$ cat src/rtl/pxc_pkg.sv
package pxc_pkg;

    typedef enum logic {
        PXC_SLAVE  = 1'b0,
        PXC_MASTER = 1'b1
    } pxc_role_e;

    // Owner select value that each role accepts
    function automatic logic pxc_sel_for(pxc_role_e role);
        return (role == PXC_MASTER) ? 1'b0 : 1'b1;
    endfunction

endpackage

$ cat src/rtl/pxc_prog_decode.sv
module pxc_prog_decode
    import pxc_pkg::*;
#(
    parameter int N_SLOT = 128,
    localparam int IDX_W = $clog2(N_SLOT)
) (
    input  logic              clk,
    input  logic              rst_n,
    input  pxc_role_e         role,
    input  logic              prog_we,
    input  logic              prog_sel,
    input  logic [IDX_W-1:0]  prog_idx,
    output logic              wr_accept,
    output logic [N_SLOT-1:0] wr_vec
);

    always_comb begin
        wr_accept = prog_we && (prog_sel == pxc_sel_for(role));
    end

    for (genvar g = 0; g < N_SLOT; g++) begin : g_sel
        assign wr_vec[g] = wr_accept && (prog_idx == IDX_W'(g));
    end

    // an accepted write selects exactly one slot
    p_one_slot_r11: assert property (@(posedge clk) disable iff (!rst_n)
        wr_accept |-> ($countones(wr_vec) == 1));
    p_no_stray_r6: assert property (@(posedge clk) disable iff (!rst_n)
        !wr_accept |-> (wr_vec == '0));

endmodule

$ cat src/rtl/pxc_slot_bank.sv
module pxc_slot_bank #(
    parameter int N_SLOT = 128,
    parameter int LPN_W  = 13
) (
    input  logic              clk,
    input  logic              rst_n,
    input  logic [N_SLOT-1:0] wr_vec,
    input  logic [LPN_W-1:0]  wr_lpn,
    input  logic [LPN_W-1:0]  lk_lpn,
    output logic [N_SLOT-1:0] match_vec
);

    logic [N_SLOT-1:0] vld_d, vld_q;
    logic [LPN_W-1:0]  lpn_d [N_SLOT];
    logic [LPN_W-1:0]  lpn_q [N_SLOT];

    always_comb begin
        vld_d = vld_q;
        for (int i = 0; i < N_SLOT; i++) begin
            lpn_d[i] = lpn_q[i];
            if (wr_vec[i]) begin
                vld_d[i] = 1'b1;
                lpn_d[i] = wr_lpn;
            end
        end
    end

    always_ff @(posedge clk or negedge rst_n) begin
        if (!rst_n) begin
            vld_q <= '0;
            for (int i = 0; i < N_SLOT; i++) lpn_q[i] <= '0;
        end else begin
            vld_q <= vld_d;
            for (int i = 0; i < N_SLOT; i++) lpn_q[i] <= lpn_d[i];
        end
    end

    // One comparator per slot, all evaluated in parallel
    for (genvar g = 0; g < N_SLOT; g++) begin : g_cmp
        assign match_vec[g] = vld_q[g] && (lpn_q[g] == lk_lpn);
    end

    // slots not addressed by a write keep their valid state
    p_keep_valid_r11: assert property (@(posedge clk) disable iff (!rst_n)
        (wr_vec == '0) |=> (vld_q == $past(vld_q)));

endmodule

$ cat src/rtl/pxc_prio_enc.sv
module pxc_prio_enc #(
    parameter int N_SLOT = 128,
    localparam int IDX_W = $clog2(N_SLOT)
) (
    input  logic              clk,
    input  logic              rst_n,
    input  logic [N_SLOT-1:0] match_vec,
    output logic              any,
    output logic              multi,
    output logic [IDX_W-1:0]  idx
);

    always_comb begin
        any   = 1'b0;
        multi = 1'b0;
        idx   = '0;
        for (int i = 0; i < N_SLOT; i++) begin
            if (match_vec[i]) begin
                if (any) begin
                    multi = 1'b1;
                end else begin
                    any = 1'b1;
                    idx = IDX_W'(i);
                end
            end
        end
    end

    // the chosen slot really matched, and a single match never reports aliasing
    p_idx_matches_r8: assert property (@(posedge clk) disable iff (!rst_n)
        any |-> match_vec[idx]);
    p_single_r8: assert property (@(posedge clk) disable iff (!rst_n)
        $onehot(match_vec) |-> !multi);

endmodule

$ cat src/rtl/page_xlate_cam.sv
module page_xlate_cam
    import pxc_pkg::*;
#(
    parameter int N_SLOT = 128,
    parameter int LPN_W  = 13,
    localparam int IDX_W = $clog2(N_SLOT),
    localparam int PPN_W = IDX_W + 1
) (
    input  logic             clk,
    input  logic             rst_n,
    input  logic             byte_word,
    input  logic             prog_we,
    input  logic             prog_sel,
    input  logic [IDX_W-1:0] prog_idx,
    input  logic [LPN_W-1:0] prog_lpn,
    input  logic             lk_valid,
    input  logic [LPN_W-1:0] lk_lpn,
    output logic             xl_valid,
    output logic             xl_hit,
    output logic             xl_abort,
    output logic             xl_multi,
    output logic [PPN_W-1:0] xl_ppn,
    output logic             role_master
);

    typedef struct packed {
        logic             vld;
        logic             hit;
        logic             abort;
        logic             multi;
        logic [PPN_W-1:0] ppn;
    } xl_res_t;

    pxc_role_e         role_q;
    logic              wr_accept;
    logic [N_SLOT-1:0] wr_vec;
    logic [N_SLOT-1:0] match_vec;
    logic              enc_any, enc_multi;
    logic [IDX_W-1:0]  enc_idx;
    xl_res_t           res_d, res_q;

    // Role strap: follows byte_word while reset is held, frozen afterwards
    always_ff @(posedge clk) begin
        if (!rst_n) role_q <= pxc_role_e'(byte_word);
    end

    pxc_prog_decode #(.N_SLOT(N_SLOT)) i_dec (
        .clk      (clk),
        .rst_n    (rst_n),
        .role     (role_q),
        .prog_we  (prog_we),
        .prog_sel (prog_sel),
        .prog_idx (prog_idx),
        .wr_accept(wr_accept),
        .wr_vec   (wr_vec)
    );

    pxc_slot_bank #(.N_SLOT(N_SLOT), .LPN_W(LPN_W)) i_bank (
        .clk      (clk),
        .rst_n    (rst_n),
        .wr_vec   (wr_vec),
        .wr_lpn   (prog_lpn),
        .lk_lpn   (lk_lpn),
        .match_vec(match_vec)
    );

    pxc_prio_enc #(.N_SLOT(N_SLOT)) i_enc (
        .clk      (clk),
        .rst_n    (rst_n),
        .match_vec(match_vec),
        .any      (enc_any),
        .multi    (enc_multi),
        .idx      (enc_idx)
    );

    always_comb begin
        res_d       = '0;
        res_d.vld   = lk_valid;
        res_d.hit   = lk_valid && enc_any;
        res_d.abort = lk_valid && !enc_any;
        res_d.multi = lk_valid && enc_multi;
        res_d.ppn   = {(role_q == PXC_SLAVE), enc_idx};
    end

    always_ff @(posedge clk or negedge rst_n) begin
        if (!rst_n) res_q <= '0;
        else        res_q <= res_d;
    end

    assign xl_valid    = res_q.vld;
    assign xl_hit      = res_q.hit;
    assign xl_abort    = res_q.abort;
    assign xl_multi    = res_q.multi;
    assign xl_ppn      = res_q.ppn;
    assign role_master = (role_q == PXC_MASTER);

    p_abort_excl_r3: assert property (@(posedge clk) disable iff (!rst_n)
        xl_abort |-> (!xl_hit && xl_valid));
    p_latency_r4: assert property (@(posedge clk) disable iff (!rst_n)
        lk_valid |=> (xl_valid && (xl_hit != xl_abort)));
    p_idle_r4: assert property (@(posedge clk) disable iff (!rst_n)
        !lk_valid |=> (!xl_hit && !xl_abort));
    p_role_hold_r5: assert property (@(posedge clk) disable iff (!rst_n)
        rst_n |=> $stable(role_master));
    p_ppn_role_r7: assert property (@(posedge clk) disable iff (!rst_n)
        xl_hit |-> (xl_ppn[PPN_W-1] == !role_master));
    p_multi_hit_r8: assert property (@(posedge clk) disable iff (!rst_n)
        xl_multi |-> xl_hit);

endmodule

$ cat config.mk
export PLATFORM = sky130hd
export DESIGN_NAME = page_xlate_cam
export DESIGN_NICKNAME = d
export VERILOG_FILES = /design/src/rtl/pxc_pkg.sv /design/src/rtl/pxc_prog_decode.sv /design/src/rtl/pxc_slot_bank.sv /design/src/rtl/pxc_prio_enc.sv /design/src/rtl/page_xlate_cam.sv
export SDC_FILE = /design/constraint.sdc
export NUM_CORES = 2
export LEC_CHECK = 0
export CORE_UTILIZATION = 65
export DETAILED_ROUTE_END_ITERATION = 8
export GPL_ROUTABILITY_DRIVEN = 0
export GPL_TIMING_DRIVEN = 0
export MAX_ROUTING_LAYER = met4
export PLACE_DENSITY = 0.82
export SYNTH_ARGS = -nofsm -noshare
export SYNTH_HDL_FRONTEND = slang
export SYNTH_SLANG_ARGS = --single-unit
$ cat constraint.sdc
create_clock -name clk -period 11.37 [get_ports clk]
set_clock_uncertainty 0.15 [all_clocks]
set_input_delay 1.137 -clock clk [delete_from_list [all_inputs] [get_ports clk]]
set_output_delay 1.137 -clock clk [all_outputs]
set_load 0.005 [all_outputs]
== Word-level counts from Yosys, hierarchy flattened ==
Index checks and enable logic that the tools add are counted.
W data, S select, Z words.

* Multiplexer cells: 637
* Bitwise gates (word level): 1
* Equal/unequal tests: 256
* Reductions and logical operators: 262

{| class="wikitable"
|+ Operators with widths
! cell !! count
|-
| $mux W7 || 253
|-
| $eq A13 B13 Y1 || 128
|-
| $eq A7 B7 Y1 const B || 64
|-
| $mux W1 || 384
|-
| $logic_and A1 B1 Y1 || 260
|-
| $eq A7 B6 Y1 const B || 32
|-
| $eq A7 B5 Y1 const B || 16
|-
| $eq A7 B4 Y1 const B || 8
|-
| $eq A7 B3 Y1 const B || 4
|-
| $eq A7 B2 Y1 const B || 2
|-
| $eq A7 B1 Y1 const B || 1
|-
| $logic_not A7 Y1 || 1
|-
| $eq A1 B1 Y1 || 1
|-
| $logic_not A1 Y1 || 1
|-
| $not A1 Y1 || 1
|}

* Input port bits: 39
* Bits in registers: 1805

== Logic depth before layout (Yosys ltp) ==
* Word-level depth: 258
* Depth in mapped cells: 22

== Hierarchy ==
A second synthesis with hierarchy kept.

* Cells, all modules: 7251
* Area, all modules: 90496.8 um^2

{| class="wikitable"
|+ By module, submodules not included
! module !! cells each !! area an instance (um^2) !! seq. area each (um^2) !! times used
|-
| pxc_slot_bank || 6380 || 85238.0 || 44843.0 || 1
|-
| pxc_prio_enc || 654 || 3759.9 || 0.0 || 1
|-
| pxc_prog_decode || 199 || 1138.6 || 0.0 || 1
|-
| page_xlate_cam || 18 || 360.3 || 330.3 || 1
|}

== Least setup slack after synthesis ==
OpenSTA, ideal clock, no wires.

* Path type: input to register
* Start: in lk_lpn[11]
* End: reg res_q, in the netlist xl_ppn[2]
* Setup time: 0.126 ns
* Arrival: 4.663 ns
* Buffers on the path: 7
* Cell stages on the path: 21
* Data required time: 11.094 ns
* Slack: 6.431 ns
* Cell sequence: buf_6 buf_12 buf_12 buf_6 buf_4 xnor2_1 nand4_1 nor4_1 nor2_1 nand2_1 nor3_2 and2_1 buf_6 nand3_2 buf_4 nor2_1 nand2_1 nand2_1 a2111oi_2 o221ai_1 o32a_1

* Cells in the longest elaborated chain, start to end: 256

{| class="wikitable"
|+ Ends and longest elaborated chain
! what !! RTL line !! source
|-
| from (decl) || page_xlate_cam.sv:17 || <nowiki>input logic [LPN_W-1:0] lk_lpn,</nowiki>
|-
| $eq A13 B13 Y1 || pxc_slot_bank.sv:40 || <nowiki>assign match_vec[g] = vld_q[g] && (lpn_q[g] == lk_lpn);</nowiki>
|-
| $logic_and A1 B1 Y1 || pxc_slot_bank.sv:40 ||
|-
| $mux W1 (2 in a row) || pxc_prio_enc.sv:18 || <nowiki>if (match_vec[i]) begin</nowiki>
|-
| $mux W7 || pxc_prio_enc.sv:19 || <nowiki>if (any) begin</nowiki>
|-
| $mux W7 || pxc_prio_enc.sv:18 ||
|-
| $mux W7 || pxc_prio_enc.sv:19 ||
|-
| $mux W7 || pxc_prio_enc.sv:18 ||
|-
| $mux W7 || pxc_prio_enc.sv:19 ||
|-
| (+240 left out) || - ||
|-
| $mux W7 || pxc_prio_enc.sv:18 ||
|-
| $mux W7 || pxc_prio_enc.sv:19 ||
|-
| $mux W7 || pxc_prio_enc.sv:18 ||
|-
| $mux W7 || pxc_prio_enc.sv:19 ||
|-
| $mux W7 || pxc_prio_enc.sv:18 ||
|-
| $mux W7 || pxc_prio_enc.sv:19 ||
|-
| $mux W7 * || pxc_prio_enc.sv:18 ||
|-
| net enc_idx[2] || page_xlate_cam.sv:39 || <nowiki>logic [IDX_W-1:0] enc_idx;</nowiki>
|-
| to (signal assigned) || page_xlate_cam.sv:87 || <nowiki>else res_q <= res_d;</nowiki>
|-
| to (decl) || page_xlate_cam.sv:40 || <nowiki>xl_res_t res_d, res_q;</nowiki>
|}

The timed path passes the listed nets; every way through them passes the cells marked *.
A chain may end at the register's enable or synchronous reset.

==> results.md <==
* Status: finished with violations
* Failing checks: design-rule violations, max-capacitance violations, max-slew violations
* Antenna violations before repair at 23
* Top FF cell, synth: dfrtp_1
* PD cells at 150 mW/mm^2
* R2r startpoint: i_bank.lpn_q[776]$_DFFE_PN0P_
* Worst Path Arrival at 7960 ps
* DP HPWL at between 200,000 and 250,000 um
* Final count of hold timing violations at 0
* Postcts setup bufs at 0
* Startpoint types: input port
* Die Span X at 376 um
* Syn Area/Cell at 12.6 sq um
* Final-report setup violation count at 0
* Post-Synthesis Cells at 7,225
* Multi-input gate area at between 0.04 and 0.05 sq mm
* Post-Layout Cell Count at about 9,600
* Syn nets at approximately 7,300
* Finished Core Util at 72.5%
* Hold path depth at 1
* Final Routed Wirelength at roughly 320,000 um
* Core Footprint at around 0.14 sq mm
* Hold_ws at roughly 320 ps
* Fill cells at ~9,200
* Clock sink count at about 1,800
* Largest cells by area after synthesis: dfrtp_1 50%, mux2_2 21%, xnor2_1 15%
* Largest net degree at the start of global routing at roughly 190
* Sequential share of the synthesized area at 49.6%
* LEAKAGE at about 45 nW
* Slew Limit Fails at around 160
* Register bit total from synthesis at between 1,500 and 2,000
* Row cnt at between 100 and 150
* Initial Utilization at 65.4%
* Unrepaired setup endpoints after global routing: no
* Crit Path Class: in -> reg
* Clock Tree Buf Depth at 3
* First-pass GRT wire length at approximately 450,000 um
* Worst-Margin Slew at ~1800 ps
* Number of synthesized flops with an enable pin at 1
* Area leader, netlist: dfrtp_1
* CTS tree: built
* WL/cell at ~33 um
* Worst setup startpoint: lk_lpn[0]
* Hold crit path type: reg -> reg
* Total gr overflow at 0
* Port bufs at 38
* DRC viols at approximately 350
* Clock Latency Late Sink at between 800 and 900 ps
* Die H at around 380 um
* Maxcap violations at 25
* Share of the synthesized area in the top cell type at between 40% and 50%
* Mapped Area at around 0.091 sq mm
* R2R Setup Slk at between 5000 and 6000 ps
* # IOs at 52
* Vias in the first global route at between 60,000 and 70,000
* Power Total at roughly 0.015 W
* Period utilization at around two thirds
* Max IR drop VDD at about 0.14 mV
* Vias per cell at between 6 and 7
* DR pass1 iterations at 9
* Via count at around 64,000
* Overall die area at around 0.14 sq mm
* CTS Buf Count at 181
* Ys async rst share at roughly 100%
* R2R cell count at 15
* CP endpoint kind: register
* Max_slew headroom at -17.9%
* Initial drt markers at 9,252
* Routed Antenna Nets at 0
* Seq. cell area at 0.0452 sq mm
* Clock root cell: clkbuf_16
* Max Clk Rate at roughly 130 MHz
* Cell variety after synth at about 80
* Reg2reg end: xl_multi$_DFF_PN0_
* Setup TNS at 0 ps
* Final net count at around 7,500
* Total track usage at between 40% and 50%
* YS warnings at 0
* Critical path endpoint: xl_multi$_DFF_PN0_
* Area Growth Syn to Fin at 10.9%
* Placed Cells at 9,184
* Worst-path clk slew at 60 ps
* Crit path max fanout at 10
* H-tree levels at 4
* Required time of the critical path at between 10,000 and 15,000 ps
* Share of cells above drive strength 1 at a little under a third
* Fin crit period at 7510 ps
per-layer routing:
layer  global-route usage [%]  routed length (um)  up-vias
met5                        -                   0        -
met4                     34.5               29400        0
met3                     18.2               42500     1486
met2                     62.5              132000     4359
met1                     56.2              115000    32649
li1                         -                   -    25532
repair_timing:
item,CTS,global route
hold endpoints to repair,35,0
resized for setup,0,0
hold buffers,1,0
endpoints found under the setup margin,0,0
registers in the layout (all words and copies together) (netlist names):
signal,count
i_bank.vld_q,128
i_bank.lpn_q,1664
role_master,1
xl_abort,1
xl_hit,1
xl_multi,1
xl_ppn,8
xl_valid,1
through the flow:
step | setup slack, ps | cell area (sq um)
after global placement | -71550 | 93800
after CTS | 4500 | 101000
after detailed placement | 3610 | 94700
after global routing | 4060 | 101000
after floorplan | 6430 | 91100
final | 3860 | 101000
cells in the mapped netlist (15+ instances only):
cell type	instances
nand2b_1	41
buf_8	52
dfrtp_1	1804
nand3_1	50
buf_6	84
mux2_2	1665
xnor2_1	1524
buf_12	29
buf_1	27
and2_1	15
nand4_1	368
o21ai_0	42
nor2_1	213
clkbuf_1	305
nor3_1	62
inv_1	37
or4_1	20
nand2_1	216
xor2_1	141
a21oi_1	62
nor4_1	127
buf_4	19
or2_2	109
worst min path at each step:
stage,from,endpoint,slack (ps)
final,i_bank.vld_q[97]$_DFFE_PN0P_,i_bank.vld_q[97]$_DFFE_PN0P_,320
after global routing,i_bank.vld_q[126]$_DFFE_PN0P_,i_bank.vld_q[126]$_DFFE_PN0P_,320
after CTS,i_bank.vld_q[93]$_DFFE_PN0P_,i_bank.vld_q[93]$_DFFE_PN0P_,320
after detailed placement,i_bank.vld_q[25]$_DFFE_PN0P_,i_bank.vld_q[25]$_DFFE_PN0P_,300
after global placement,i_bank.vld_q[79]$_DFFE_PN0P_,i_bank.vld_q[79]$_DFFE_PN0P_,290
after floorplan,i_bank.vld_q[101]$_DFFE_PN0P_,i_bank.vld_q[101]$_DFFE_PN0P_,280
report_power, final:
group | leakage (nW) | internal, W | switching [W]
clock network | 3.06 | 0.00359 | 0.00267
registers | 24.9 | 0.00679 | 0.000259
logic | 17.0 | 0.000787 | 0.00108
total | 44.9 | 0.0112 | 0.00401
cells in the final DEF, fill, tap and decap left out, types with 13 or more instances in the layout:
| cell type | instances |
|---|---|
| dfrtp_1 | 1804 |
| mux2_2 | 1665 |
| xnor2_1 | 1524 |
| nand4_1 | 368 |
| clkbuf_1 | 337 |
| nand2_1 | 213 |
| nor2_1 | 212 |
| clkbuf_16 | 185 |
| xor2_1 | 141 |
| or2_2 | 109 |
| nor4_1 | 87 |
| buf_6 | 86 |
| a21oi_1 | 62 |
| nor3_1 | 59 |
| buf_8 | 55 |
| clkbuf_8 | 51 |
| buf_4 | 48 |
| nor4_2 | 48 |
| nand3_1 | 48 |
| o21ai_0 | 42 |
| nand2b_1 | 41 |
| inv_1 | 37 |
| clkdlybuf4s50_1 | 37 |
| clkinv_2 | 35 |
| diode_2 | 34 |
| buf_12 | 29 |
| buf_1 | 27 |
| or4_1 | 20 |
| and2_1 | 15 |
| a22oi_1 | 14 |
| o22ai_1 | 14 |
| buf_16 | 13 |
cell type report:
class,count,share of cell area (%)
Sequential cell,1805,44.7
Multi-Input combinational cell,4864,41.9
Clock buffer,270,5.40
Buffer,518,3.67
Tap cell,1876,2.32
Timing Repair Buffer,88,1.03
Clock inverter,63,0.707
Inverter,38,0.141
Antenna cell,34,0.0842
logic make-up after synthesis:
group           Yosys count  synth area share [%]
compound gates          218                  1.60
mux                    1665                  20.6
simple gates           1304                  7.87
buf+inv                 556                  4.22
xor+xnor               1665                  16.0
flops                  1805                  49.6
fa+ha+maj                12                 0.132
worst max-delay path, cell delays in order:
cell and delay [ps]:
clkdlybuf4s50_1 540, buf_6 240, buf_12 190, buf_6 320, buf_6 340, buf_6 370
xnor2_1 150, nand4_1 140, nor4_1 170, o2bb2ai_1 270, a221oi_1 490, o2111ai_1 400
nor4_1 400, o2111ai_1 210, nor4_1 490, o2111a_1 320, o211ai_1 130, or4_1 530
nor4_1 570, a41oi_1 430
Power figures use the tool's default switching activity.
